## config.mk

```make
export PLATFORM = sky130hd
export DESIGN_NAME = irq_pair_ctrl
export DESIGN_NICKNAME = d
export VERILOG_FILES = /design/src/rtl/irq_pair_ctrl.sv
export SDC_FILE = /design/constraint.sdc
export NUM_CORES = 1
export LEC_CHECK = 0
export ABC_CLOCK_PERIOD_IN_PS = 2000
export BUFFER_PORTS_ARGS = -buffer_cell sky130_fd_sc_hd__buf_4
export CORE_ASPECT_RATIO = 1.1
export CORE_MARGIN = 5
export CORE_UTILIZATION = 52
export CTS_CLUSTER_DIAMETER = 40
export DETAILED_ROUTE_END_ITERATION = 10
export GPL_TIMING_DRIVEN = 0
export PLACE_DENSITY = 0.88
export SLEW_MARGIN = 20
export SYNTH_ARGS = -nofsm -noshare
export SYNTH_HDL_FRONTEND = slang
export SYNTH_SLANG_ARGS = --single-unit
```

## constraint.sdc

```tcl
create_clock -name clk -period 2 [get_ports clk]
set_input_delay 0.2 -clock clk [delete_from_list [all_inputs] [get_ports clk]]
set_output_delay 0.2 -clock clk [all_outputs]
set_load 0.02 [all_outputs]
```

## src/rtl/irq_pair_ctrl.sv

```systemverilog
module irq_pair_ctrl #(
  parameter int unsigned NEV = 8,
  parameter logic [NEV-1:0] DATA_MASK = 8'b1000_0011
) (
  input  logic           clk,
  input  logic           rst_n,
  input  logic [NEV-1:0] evt_in,
  input  logic           en_wr,
  input  logic           map_wr,
  input  logic [NEV-1:0] wr_data,
  input  logic           stat_rd,
  input  logic           data_rd,
  input  logic           pol_inv,
  output logic [NEV-1:0] status,
  output logic           irq_a,
  output logic           irq_b
);
  logic [NEV-1:0] en_q, map_q, stat_q;

  wire [NEV-1:0] cap  = evt_in & (DATA_MASK | en_q);
  wire [NEV-1:0] clr  = ({NEV{data_rd}} & DATA_MASK) | ({NEV{stat_rd}} & ~DATA_MASK);
  wire [NEV-1:0] live = stat_q & en_q;

  always_ff @(posedge clk or negedge rst_n) begin
    if (!rst_n) begin
      stat_q <= '0;
      en_q   <= '0;
      map_q  <= '0;
    end else begin
      stat_q <= cap | (stat_q & ~clr);
      if (en_wr)  en_q  <= wr_data;
      if (map_wr) map_q <= wr_data;
    end
  end

  assign status = stat_q;
  assign irq_a  = pol_inv ^ (|(live & ~map_q));
  assign irq_b  = pol_inv ^ (|(live & map_q));
endmodule


```

==> flow_summary.toml <==
[setup_path]
cp_slowest_cell = "dfrtp_1"
cp-start-kind = "register"
worst-path-buf-inv = 1
worstPathRequired_ns = 1.80
cp_top_family = "flip-flops"
cp_max_fo = 4
max_stage_delay_ns = 0.44
cp_data_arrival_time_ns = 1.59
end_kind = "output pin"
path_cells = "nand2_1, o22ai_1, nor4_2, xnor2_1, buf_4"
crit_type = "reg -> out"

[synth]
yosys-top-cells-count = "dfrtp_1 (24), mux2_2 (16), nand2_1 (13)"
synth_ff_type = "dfrtp_1"
synth_top_area_cell = "dfrtp_1"
yosys_warnings = 0
ys_seq_area_share_pct = 58.8
synth_edf_count = 0
synthTopCellsByArea = "dfrtp_1 (59%), mux2_2 (18%), nand2_1 (4.8%)"
syn_area_um2 = 1020
netlist_instances = 87
yosysMostFrequentCell = "dfrtp_1"
syn_avg_cell_area_um2 = 11.7
ys_types = 13
ys_ff_latch = 24
syn_nets = 110
netlist.area_leader.share_pct = 58.8
async_flop_share_pct = 100

[power]
power_mw = 1.06
ir_drop_mv = 0.601
pwr-share-seq_pct = 54.3
sw_frac_of_total_pct = 27.5
comb_power_share_pct = 22.2
intPower_mw = 0.770
clkPwrFrac_pct = 23.5
switchingPower_mw = 0.292
power_density_nw_per_um2 = 800
leakage_nw = 0.627

[drt]
ant_nets = 0
drc = 0
routed_wl_um = 2090
first_pass_iters = 4
drtIter0Drc = 9
viasPerCell = 5.26
via_count = 783
detail_route.wl_per_cell_um = 14.0

[die]
fp-row-count = 16
coreArea_um2 = 1820
die_area_um2 = 2950
die_h_um = 56.5
start_util_pct = 56.0
io_pins = 33
die_x_um = 52.3

[layout]
instances_no_fill = 149
final_net_count = 146
nFillCells = 133
diodes = 0
syn_to_final_growth_pct = 29.9
drive_gt1_share_pct = 43.4
multi_input_area_um2 = 388
seqCellArea_um2 = 601
fin_util_pct = 72.8

[clock_network]
htree_num_levels = 1
clk_latency_ns = 0.31
path_clk_slew_ns = 0.12
cts_buffer_depth = 2
post-cts-setup-buffer-count = 0
cts_tree = "built"
cts.sinks = 24
numCtsBuffers = 3
ctsResizeCount = 0
cts_hold_buffers = 1
cts_root_buf = "clkbuf_4"

[sta]
fin_setup_tns_ns = 0
rsz0062_at_grt = "no"
setup_viol = 0
min_period_ns = 1.79
clock_skew_ns = 0.000664
slew_headroom_pct = 80.7
period_share_pct = 89.6
timing.final.ws_setup_ns = 0.208
worstMarginPinSlew_ns = 0.287
hold_viol = 0
max_freq_mhz = 558
final_max_slew_viol_count = 0

[global_routing]
grt_pass1_vias = 844
antenna_found_initial = 0
overflow = 0
gr-usage-all-layers_pct = 16.0
grt_pass1_wl_um = 3480
grt_max_degree = 25

[placed_design]
hpwl_um = 1640
pre_cts_ws_ns = 0.556
io_buffer_count = 30
post-place-cells = 144
place_congestion = 0.779

[run]
drv_cap = 0

[outcome]
status = "completed"

[worst_hold_path]
hold_path_class = "in -> reg"
==> flip-flops by register name (all words and copies together) (netlist names) <==
| name | flops |
|---|---|
| status | 8 |
| map_q | 8 |
| en_q | 8 |
==> area by class of cell <==
cell class	instances	area share, %
flip-flops and latches	24	45.3
multi-input cells	55	29.2
repair buffers	31	17.7
clock buffers	4	2.74
well taps	27	2.55
inverters	6	1.70
plain buffers	2	0.755
==> metrics by stage <==
step	hold slack [ns]	cell area, µm²
finish	0.0552	1330
global route	0.0405	1330
CTS	0.0518	1330
detailed placement	0.113	1280
global placement	0.107	1280
floorplan	-0.0956	1020
==> layout by cell type (no fill, tap or decap) <==
| cell | count |
|---|---|
| o22ai_1 | 4 |
| nand3_1 | 8 |
| nand2_1 | 13 |
| o21ai_0 | 5 |
| a21o_1 | 3 |
| nand4_1 | 2 |
| dlygate4sd3_1 | 1 |
| clkbuf_8 | 1 |
| nor4_2 | 1 |
| buf_4 | 30 |
| clkbuf_4 | 3 |
| buf_2 | 2 |
| mux2_2 | 16 |
| xnor2_1 | 2 |
| nor2_1 | 1 |
| inv_1 | 6 |
| dfrtp_1 | 24 |
==> kinds of logic (layout without fill, tap and decap cells) <==
family | count (synthesis) | in the layout | synth area share [%]
xor gates and xnor gates | 2 | 2 | 1.72
and+or+nand+nor | 25 | 25 | 11.5
buffers and inverters | 8 | 43 | 3.19
DFF | 24 | 24 | 58.8
AOI/OAI and AO/OA | 12 | 12 | 7.11
muxes | 16 | 16 | 17.6
==> power groups by stage <==
stage               Clock (mW)  Sequential, mW  Combinational, mW
finish                   0.249           0.577              0.236
global route             0.278           0.584              0.259
CTS                      0.258           0.576              0.240
detailed placement           0           0.587              0.237
global placement             0           0.584              0.230
floorplan                    0           0.598              0.113
==> final timing paths <==
path                           start   endpoint  slack (ns)  cells past startpoint
max                        status[0]      irq_a        0.21                      5
min                        evt_in[1]  status[1]        0.06                      2
max reg2reg                  en_q[4]    en_q[4]        1.20                      1
min reg2reg                 map_q[5]   map_q[5]        0.54                      1
max in group asynchronous      rst_n  status[0]        1.46                      2
min in group asynchronous      rst_n  status[3]        0.31                      2
==> metal layers <==
metal	up-vias	track usage, %	routed length [µm]
met2	26	27.6	1080
met4	0	7.66	40
met1	380	17.1	802
met3	5	5.03	163
met5	-	0	0
li1	372	-	-
Note: power is estimated with default switching activity, not from simulation.
